--- config.mk ---
export PLATFORM = sky130hd
export DESIGN_NAME = can_rx_fifo
export DESIGN_NICKNAME = d
export VERILOG_FILES = /design/src/rtl/can_rxf_pkg.sv /design/src/rtl/rxf_ctrl.sv /design/src/rtl/rxf_store.sv /design/src/rtl/can_rx_fifo.sv
export SDC_FILE = /design/constraint.sdc
export NUM_CORES = 1
export LEC_CHECK = 0
export BUFFER_PORTS_ARGS = -buffer_cell sky130_fd_sc_hd__buf_4
export CORE_MARGIN = 1.5
export CORE_UTILIZATION = 56
export CTS_CLUSTER_DIAMETER = 60
export CTS_CLUSTER_SIZE = 30
export DETAILED_ROUTE_END_ITERATION = 6
export PLACE_DENSITY = 0.8
export SLEW_MARGIN = 30
export SYNTH_ARGS = -nofsm -noshare
export SYNTH_HDL_FRONTEND = slang
export SYNTH_SLANG_ARGS = --single-unit
--- constraint.sdc ---
create_clock -name clk -period 3.05 [get_ports clk]
set_input_delay 0.61 -clock clk [delete_from_list [all_inputs] [get_ports clk]]
set_output_delay 0.61 -clock clk [all_outputs]
set_load 0.005 [all_outputs]
--- src/rtl/can_rxf_pkg.sv ---
package can_rxf_pkg;

  // Widest queue index the strobe struct can carry (queues up to 16 stages).
  localparam int PTR_W_MAX = 4;

  // Control word bit positions decoded by this block.
  localparam int CLR_FULL_BIT = 3;
  localparam int CLR_OVR_BIT  = 4;
  localparam int RELEASE_BIT  = 5;

  // Interrupt enable positions.
  localparam int IE_PEND = 0;
  localparam int IE_FULL = 1;
  localparam int IE_OVR  = 2;

  typedef struct packed {
    logic [28:0] id;
    logic        ext;
    logic        rtr;
    logic [3:0]  dlc;
    logic [15:0] stamp;
    logic [63:0] data;
  } rxFrame_t;

  // Strobes from the control to the frame store.
  typedef struct packed {
    logic                 wrEn;
    logic [PTR_W_MAX-1:0] wrIdx;
    logic [PTR_W_MAX-1:0] rdIdx;
    logic                 show;
  } storeCtl_t;

endpackage

--- src/rtl/rxf_ctrl.sv ---
module rxf_ctrl
  import can_rxf_pkg::*;
#(
  parameter int DEPTH = 3,
  localparam int CNT_W = $clog2(DEPTH + 1)
) (
  input  logic             clk,
  input  logic             rst_n,
  input  logic             inValid,
  input  logic             lockOnOverrun,
  input  logic             relReq,
  input  logic             clrFull,
  input  logic             clrOvr,
  output storeCtl_t        ctl,
  output logic [CNT_W-1:0] pendCount,
  output logic             fullFlag,
  output logic             ovrFlag
);

  localparam logic [CNT_W-1:0] DEPTH_C = CNT_W'(DEPTH);
  localparam logic [PTR_W_MAX-1:0] LAST_IDX = PTR_W_MAX'(DEPTH - 1);

  logic [PTR_W_MAX-1:0] headPtr, tailPtr;
  logic [CNT_W-1:0]     cntQ, cntAfterPop, cntNext;
  logic                 doPop, doPush, doOver, doOverwrite, fullSet;

  function automatic logic [PTR_W_MAX-1:0] ptrInc(input logic [PTR_W_MAX-1:0] p);
    return (p == LAST_IDX) ? '0 : p + 1'b1;
  endfunction

  function automatic logic [PTR_W_MAX-1:0] ptrDec(input logic [PTR_W_MAX-1:0] p);
    return (p == '0) ? LAST_IDX : p - 1'b1;
  endfunction

  // A release in the same cycle frees a stage before the arrival is judged.
  always_comb begin
    doPop       = relReq && (cntQ != '0);
    cntAfterPop = cntQ - CNT_W'(doPop);
    doPush      = inValid && (cntAfterPop != DEPTH_C);
    doOver      = inValid && (cntAfterPop == DEPTH_C);
    doOverwrite = doOver && !lockOnOverrun;
    fullSet     = doPush && ((cntAfterPop + 1'b1) == DEPTH_C);
    cntNext     = cntAfterPop + CNT_W'(doPush);

    ctl.wrEn  = doPush || doOverwrite;
    ctl.wrIdx = doPush ? tailPtr : ptrDec(tailPtr);
    ctl.rdIdx = headPtr;
    ctl.show  = (cntQ != '0);
  end

  always_ff @(posedge clk or negedge rst_n) begin
    if (!rst_n) begin
      headPtr  <= '0;
      tailPtr  <= '0;
      cntQ     <= '0;
      fullFlag <= 1'b0;
      ovrFlag  <= 1'b0;
    end else begin
      if (doPop)  headPtr <= ptrInc(headPtr);
      if (doPush) tailPtr <= ptrInc(tailPtr);
      cntQ <= cntNext;
      if (fullSet)      fullFlag <= 1'b1;
      else if (clrFull) fullFlag <= 1'b0;
      if (doOver)       ovrFlag <= 1'b1;
      else if (clrOvr)  ovrFlag <= 1'b0;
    end
  end

  assign pendCount = cntQ;

endmodule

--- src/rtl/rxf_store.sv ---
module rxf_store
  import can_rxf_pkg::*;
#(
  parameter int DEPTH = 3
) (
  input  logic        clk,
  input  logic        rst_n,
  input  storeCtl_t   ctl,
  input  rxFrame_t    wrFrame,
  output logic [31:0] mbId,
  output logic [31:0] mbLen,
  output logic [31:0] mbDataLo,
  output logic [31:0] mbDataHi
);

  rxFrame_t slotQ [DEPTH];
  rxFrame_t headFrame;

  for (genvar s = 0; s < DEPTH; s++) begin : g_slot
    always_ff @(posedge clk or negedge rst_n) begin
      if (!rst_n)
        slotQ[s] <= '0;
      else if (ctl.wrEn && (ctl.wrIdx == PTR_W_MAX'(s)))
        slotQ[s] <= wrFrame;
    end
  end

  always_comb begin
    headFrame = '0;
    for (int s = 0; s < DEPTH; s++)
      if (ctl.rdIdx == PTR_W_MAX'(s)) headFrame = slotQ[s];
  end

  // Mailbox word layout; all zero while nothing is pending.
  always_comb begin
    mbId     = '0;
    mbLen    = '0;
    mbDataLo = '0;
    mbDataHi = '0;
    if (ctl.show) begin
      if (headFrame.ext)
        mbId = {headFrame.id, 1'b1, headFrame.rtr, 1'b0};
      else
        mbId = {headFrame.id[10:0], 18'd0, 1'b0, headFrame.rtr, 1'b0};
      mbLen    = {headFrame.stamp, 12'd0, headFrame.dlc};
      mbDataLo = headFrame.data[31:0];
      mbDataHi = headFrame.data[63:32];
    end
  end

endmodule

--- src/rtl/can_rx_fifo.sv ---
module can_rx_fifo
  import can_rxf_pkg::*;
#(
  parameter int DEPTH = 3,
  localparam int CNT_W = $clog2(DEPTH + 1)
) (
  input  logic             clk,
  input  logic             rst_n,
  input  logic             inValid,
  input  logic [28:0]      inId,
  input  logic             inExt,
  input  logic             inRtr,
  input  logic [3:0]       inDlc,
  input  logic [15:0]      inStamp,
  input  logic [63:0]      inData,
  input  logic             lockOnOverrun,
  input  logic             regWrEn,
  input  logic [31:0]      regWrData,
  input  logic [2:0]       irqEnable,
  output logic [31:0]      mbId,
  output logic [31:0]      mbLen,
  output logic [31:0]      mbDataLo,
  output logic [31:0]      mbDataHi,
  output logic [CNT_W-1:0] pendCount,
  output logic             fullFlag,
  output logic             ovrFlag,
  output logic             rxIrq
);

  storeCtl_t ctl;
  rxFrame_t  wrFrame;

  assign wrFrame = '{id: inId, ext: inExt, rtr: inRtr, dlc: inDlc,
                     stamp: inStamp, data: inData};

  rxf_ctrl #(.DEPTH(DEPTH)) u_ctrl (
    .clk           (clk),
    .rst_n         (rst_n),
    .inValid       (inValid),
    .lockOnOverrun (lockOnOverrun),
    .relReq        (regWrEn && regWrData[RELEASE_BIT]),
    .clrFull       (regWrEn && regWrData[CLR_FULL_BIT]),
    .clrOvr        (regWrEn && regWrData[CLR_OVR_BIT]),
    .ctl           (ctl),
    .pendCount     (pendCount),
    .fullFlag      (fullFlag),
    .ovrFlag       (ovrFlag)
  );

  rxf_store #(.DEPTH(DEPTH)) u_store (
    .clk      (clk),
    .rst_n    (rst_n),
    .ctl      (ctl),
    .wrFrame  (wrFrame),
    .mbId     (mbId),
    .mbLen    (mbLen),
    .mbDataLo (mbDataLo),
    .mbDataHi (mbDataHi)
  );

  assign rxIrq = (irqEnable[IE_PEND] && (pendCount != '0)) ||
                 (irqEnable[IE_FULL] && fullFlag) ||
                 (irqEnable[IE_OVR]  && ovrFlag);

endmodule

# Yosys cells after proc, flatten, opt, wreduce, memory -nomap -nowiden
# Cells that the tools add are included.
# word_totals
regBits	357
word_cells	77
inputBits	155
output_inout_bits	133
# classes
add_sub_neg	6
muxes	16
reduce_logical	24
eq_ne	8
# op_table
cell	n
$mux W115	3
$mux W32	5
$mux W4	4
$logic_and A1 B1 Y1	14
$eq A4 B2 Y1 const B	3
$logic_not A4 Y1	3
$add A4 B1 Y4 const B	2
$eq A4 B1 Y1 const B	2
$reduce_bool A2 Y1	3
$eq A2 B2 Y1 const B	2
$mux W1	4
$sub A4 B1 Y4 const B	1
$logic_or A1 B1 Y1	3
$add A2 B1 Y2	1
$add A2 B1 Y2 const B	1
$ne A2 B2 Y1 const B	1
$sub A2 B1 Y2	1
$logic_not A1 Y1	1

# Logic depth before layout (Yosys ltp)
# logic_depth
word_depth	8
depth_mapped	11
ltp_nobuf	9

# By module
# Synthesis repeated with hierarchy kept, for this count alone.
# unflattened
cells_unflattened	1136
area_unflattened_um2	15631.2
# modules_own_cells
mod	area_each_um2	cells_per_inst	seq_area_each_um2	instances
rxf_store	14846.7	1060	8633.3	1
rxf_ctrl	749.5	70	300.3	1
can_rx_fifo	35.0	6	0.0	1

# Least setup slack after synthesis
# No wires, ideal clock.
# synth_timing
path_type	input -> register
from	input regWrEn
to	register u_store.slotQ[128] (netlist bit)
path_stages	9
path_slack_ns	0.158
n_path_buf	2
setup_time_ns	0.128
arrival_ns	2.764
required_time_ns	2.922
path_cell_list	nand2_1 > nor2_1 > ha_1 > o21ai_4 > mux2i_1 > nand4b_4 > buf_6 > buf_4 > mux2_1
# synth_between
elab_chain_len	8
word_cells_on_any_way	12
cone_classes	1 x add/sub; 3 x eq/ne; 1 x mux; 7 x reduce/logical
# synth_rtl
element	line_no	source
start: declaration	can_rx_fifo.sv:17	input logic regWrEn,
$logic_and A1 B1 Y1 *	can_rx_fifo.sv:41	.relReq (regWrEn && regWrData[RELEASE_BIT]),
$logic_and A1 B1 Y1 *	rxf_ctrl.sv:37	doPop = relReq && (cntQ != '0);
via u_ctrl.doPop	rxf_ctrl.sv:25	logic doPop, doPush, doOver, doOverwrite, fullSet;
$sub A2 B1 Y2 *	rxf_ctrl.sv:38	cntAfterPop = cntQ - CNT_W'(doPop);
$ne A2 B2 Y1 / $eq A2 B2 Y1 (equally long branches)	rxf_ctrl.sv:39, rxf_ctrl.sv:40	
$logic_and A1 B1 Y1, on equally long branches	rxf_ctrl.sv:39, rxf_ctrl.sv:40	
$mux W4 / $logic_and A1 B1 Y1 (equally long branches)	rxf_ctrl.sv:46, rxf_ctrl.sv:41	
$eq A4 B1 Y1 / $logic_or A1 B1 Y1 (equally long branches)	rxf_store.sv:23, rxf_ctrl.sv:45	
$logic_and A1 B1 Y1 *	rxf_store.sv:23	else if (ctl.wrEn && (ctl.wrIdx == PTR_W_MAX'(s)))
end signal: indexed assignment	rxf_store.sv:24	slotQ[s] <= wrFrame;
end: declaration	rxf_store.sv:16	rxFrame_t slotQ [DEPTH];
# Mark *: on every way through the listed nets, which the timed path passes. The rest lies on a longest branch.
# A chain may end at the register's enable or synchronous reset.

# Worst setup path after layout
# layout_timing
from	register u_ctrl.cntQ[0], in the netlist u_ctrl.pendCount[0]
to	output mbDataLo[17]
# layout_between
elab_chain_len	2
# layout_rtl
element	line_no	source
start: declaration	rxf_ctrl.sv:24	logic [CNT_W-1:0] cntQ, cntAfterPop, cntNext;
start signal: assignment	rxf_ctrl.sv:61	cntQ <= cntNext;
$reduce_bool A2 Y1	rxf_ctrl.sv:48	ctl.show = (cntQ != '0);
$mux W32	rxf_store.sv:40	if (ctl.show) begin
end: declaration	can_rx_fifo.sv:22	output logic [31:0] mbDataLo,
# Every way passes these cells.

==> summary.log <==
INFO  synth          synthesis.instances=1,291
INFO  run_status     outcome=finished, final reports clean
INFO  routing        met3_wire_length=2700um
INFO  floorplanning  fp.dieH=175um
INFO  floorplanning  design.die.area=30,500squm
INFO  synth          netlist_top_cells_count=dfrtp_1, mux2_2, mux2_1, a21oi_1, nand2b_1
INFO  worst_setup_path criticalPathCategory=flip-flop to output port
INFO  sta            hold_viol_final=0
INFO  worst_setup_path timing.critical_path.slowest_stage_cell=dfrtp_1
INFO  routing        drt_first_pass_iters=4
INFO  clock_network  cts.path.max_buffers=3
INFO  clock_network  root_buffer=clkbuf_16
INFO  floorplanning  boundaryPins=288
INFO  worst_setup_path cp_max_stage_delay=0.39ns
INFO  global_route   grt_start_max_net_pins=78
INFO  clock_network  cts_tree=done
INFO  power          power_density=1150nW/um^2
INFO  placed_design  globalplace.congestion=0.761
INFO  routing        detailroute.wirelength.met2=20,000um
INFO  placed_design  dp.final_hpwl=24,400um
INFO  finish         antenna_cells=0
INFO  floorplanning  die_w=175um
INFO  routing        drtIter0Drc=639
INFO  routing        length_of_routed_wiring_on_met1=16,800um
INFO  power          power.static_leakage=9.01nW
INFO  synth          synthXorXnorAreaFrac=0.00364
INFO  synth          synth_flop_cell=dfrtp_1
INFO  sta            finalCritPeriodShare=0.978
INFO  synth          synth_compound_gate_area_share=0.0956
INFO  clock_network  clk_latency=0.56ns
INFO  synth          largest_area_contributor_in_the_netlist=dfrtp_1
INFO  clock_network  clkSlewWorstSetupHoldPaths=0.07ns
INFO  synth          yosysMostFrequentCell=dfrtp_1
INFO  sta            hold_slack=0.0431ns
INFO  routing        postRouteAntennaNets=0
INFO  sta            max_freq=335MHz
INFO  synth          synth-async-reset-ratio=1.00
INFO  floorplanning  initial_utilization=0.572
INFO  finish         area_growth_syn_to_layout=22.1%
INFO  global_route   global_route_wire_length_before_repair=63,700um
INFO  sta            timing.clock.skew=0.0173ns
INFO  power          ir_worst_vdd=778uV
INFO  routing        dr_total_vias=11,500
INFO  worst_setup_path crit-reg2reg-launch=u_ctrl.pendCount[0]
INFO  routing        drc=0
INFO  global_route   grt-ovfl-total=0
INFO  finish         final-instance-count-excl-fill=1,928
INFO  worst_setup_path crit_arrival=2.37ns
INFO  synth          post_synth_num_cell_types=40
INFO  finish         finish.instance_area=20,100squm
INFO  finish         drive_above_1_share=0.369
INFO  clock_network  cts-htree-levels=1
INFO  synth          syn_area_per_cell=12.8squm
INFO  worst_setup_path worstReg2RegEnd=u_store.slotQ[292]
INFO  sta            slew_margin_rel=0.554
INFO  synth          post_synth_main_area_contributors=dfrtp_1, mux2_2, mux2_1, o221ai_1, nand2b_1
INFO  synth          synth_top_family_by_area=multiplexers
INFO  synth          synth_seq_area_share=0.542
INFO  clock_network  numClockSinks=357
INFO  sta            setup_violations=0
INFO  synth          yosys.area_share.simple=0.0646
INFO  floorplanning  core_area=28,900squm
INFO  finish         fin_nets=1,687
INFO  placed_design  numPlacedInstances=1,865
INFO  worst_setup_path start_kind=flip-flop
INFO  sta            min_period=2.98ns
INFO  worst_setup_path worst_case_reg_to_reg_path_depth=9
INFO  synth          synth_edf_count=0
INFO  synth          synthDominantCellAreaShare=0.542
INFO  worst_setup_path critical_path_peak_fanout=21
INFO  placed_design  postPlaceCellArea=18,900squm
INFO  synth          synthesis.yosys.warnings=0
INFO  worst_setup_path critical_path_required=2.44ns
INFO  worst_setup_path timing.critical_path.cells=nor2_1 -> buf_4 -> nor3_4 -> buf_12 -> buf_12 -> o221ai_1 -> a21oi_1 -> buf_4
INFO  synth          synth-seq-cells=357
INFO  routing        via_per_inst=5.97
INFO  worst_setup_path timing.reg2reg.setup_slack=0.27ns
INFO  synth          synth_fa_ha_area_frac=0.00455
INFO  placed_design  portBuffers=245
INFO  clock_network  ctsHoldBuffers=0
INFO  global_route   grt_antenna_before_repair=0
INFO  synth          post_synthesis_instance_area=16,500squm
INFO  floorplanning  rows=62
INFO  routing        post_drt_wl_per_cell=21.0um
INFO  clock_network  cts-buffers-inserted=27
INFO  synth          yosys-mux-area-fraction=0.251
INFO  power          final_total_pwr=0.0232W
INFO  sta            timing_worst_slew_pin_value=0.669ns
INFO  global_route   grt_usage=0.259
INFO  routing        drt-total-wl=40,600um
INFO  routing        route.top_layer_used=met4
INFO  min_path       min_path_type=primary input to async pin
INFO  worst_setup_path timing.critical_path.to_type=output port
INFO  global_route   grt_pass1_vias=12,200
INFO  sta            final_max_slew_viol_count=0
INFO  run            drv.max_cap_violation_count=0
[how the worst max path moves through the flow]
stage	slack [ns]	depth (start not counted)	startpoint	end
after detailed placement	0.06	10	regWrEn	u_store.slotQ[292]
after global routing	-0.03	8	u_ctrl.pendCount[0]	mbId[17]
final	0.07	8	u_ctrl.pendCount[0]	mbDataLo[17]
after CTS	-0.001	6	u_ctrl.headPtr[0]	mbId[19]
after global placement	0.09	10	regWrEn	u_store.slotQ[291]
after floorplan	0.16	9	regWrEn	u_store.slotQ[128]
[registers in the layout, indices dropped and copies added, names as in the netlist]
signal and cells:
u_ctrl.fullFlag 1, u_ctrl.headPtr 4, u_ctrl.ovrFlag 1, u_ctrl.pendCount 2
u_ctrl.tailPtr 4, u_store.slotQ 345
[stage by stage]
step	worst slack (ns)	utilization	setup TNS, ns
3_5_place_dp	0.0558	0.655	0
6_report	0.0668	0.698	0
3_3_place_gp	0.0881	0.655	0
2_1_floorplan	0.158	-	0
4_1_cts	-0.00113	0.692	-0.00113
5_1_grt	-0.0302	0.698	-0.238
[power breakdown]
group / total, W / switching [W] / internal, W / leakage [nW]
logic: 0.0110 / 0.00522 / 0.00578 / 4.29
registers: 0.00849 / 0.00130 / 0.00719 / 4.28
clock network: 0.00375 / 0.00181 / 0.00194 / 0.444
total: 0.0232 / 0.00833 / 0.0149 / 9.01
[metal layers]
layer / track usage / vias up
met2: 0.458 / 319
met4: 0.0673 / 0
met1: 0.321 / 5991
met3: 0.0601 / 66
met5: 0 / -
li1: - / 5135
[logic make-up after synthesis]
logic type / after synthesis
AOI/OAI and AO/OA: 235
xor gates and xnor gates: 6
adders and majority gates: 6
buffers and inverters: 127
DFF: 357
muxes: 371
other: 1
and+or+nand+nor: 188
[repair_timing]
action	4_1_cts	5_1_grt
cloned	1	3
pin swaps	1	0
buffers inserted	4	8
endpoints found under the setup margin	115	96
gates resized for setup	16	7
[final cells by class]
type	instances	area, sq um
Timing Repair Buffer	307	2700
Multi-Input combinational cell	819	7040
Clock buffer	27	676
Clock inverter	20	260
Fill cell	2012	8710
Tap cell	384	480
Inverter	14	52.6
Sequential cell	357	8940
[worst max-delay path, delay by kind of cell (launching register included)]
kind                   cells  cell delay, ns
buffers and inverters      4            0.73
and+or+nand+nor            2            0.29
AOI/OAI and AO/OA          2            0.39
DFF                        1            0.39
[placed cells by master, fill, tap and decap left out, types with 18 or more instances in the layout]
| cell | n |
|---|---|
| mux2_1 | 150 |
| nor2_1 | 32 |
| a21oi_1 | 100 |
| nand2_1 | 23 |
| mux2i_1 | 24 |
| o21ai_0 | 33 |
| buf_4 | 278 |
| dfrtp_1 | 355 |
| buf_12 | 18 |
| mux2_2 | 197 |
| nand2b_1 | 95 |
| clkbuf_16 | 30 |
| o221ai_1 | 92 |
No activity file was read; power rests on OpenSTA's default activity.
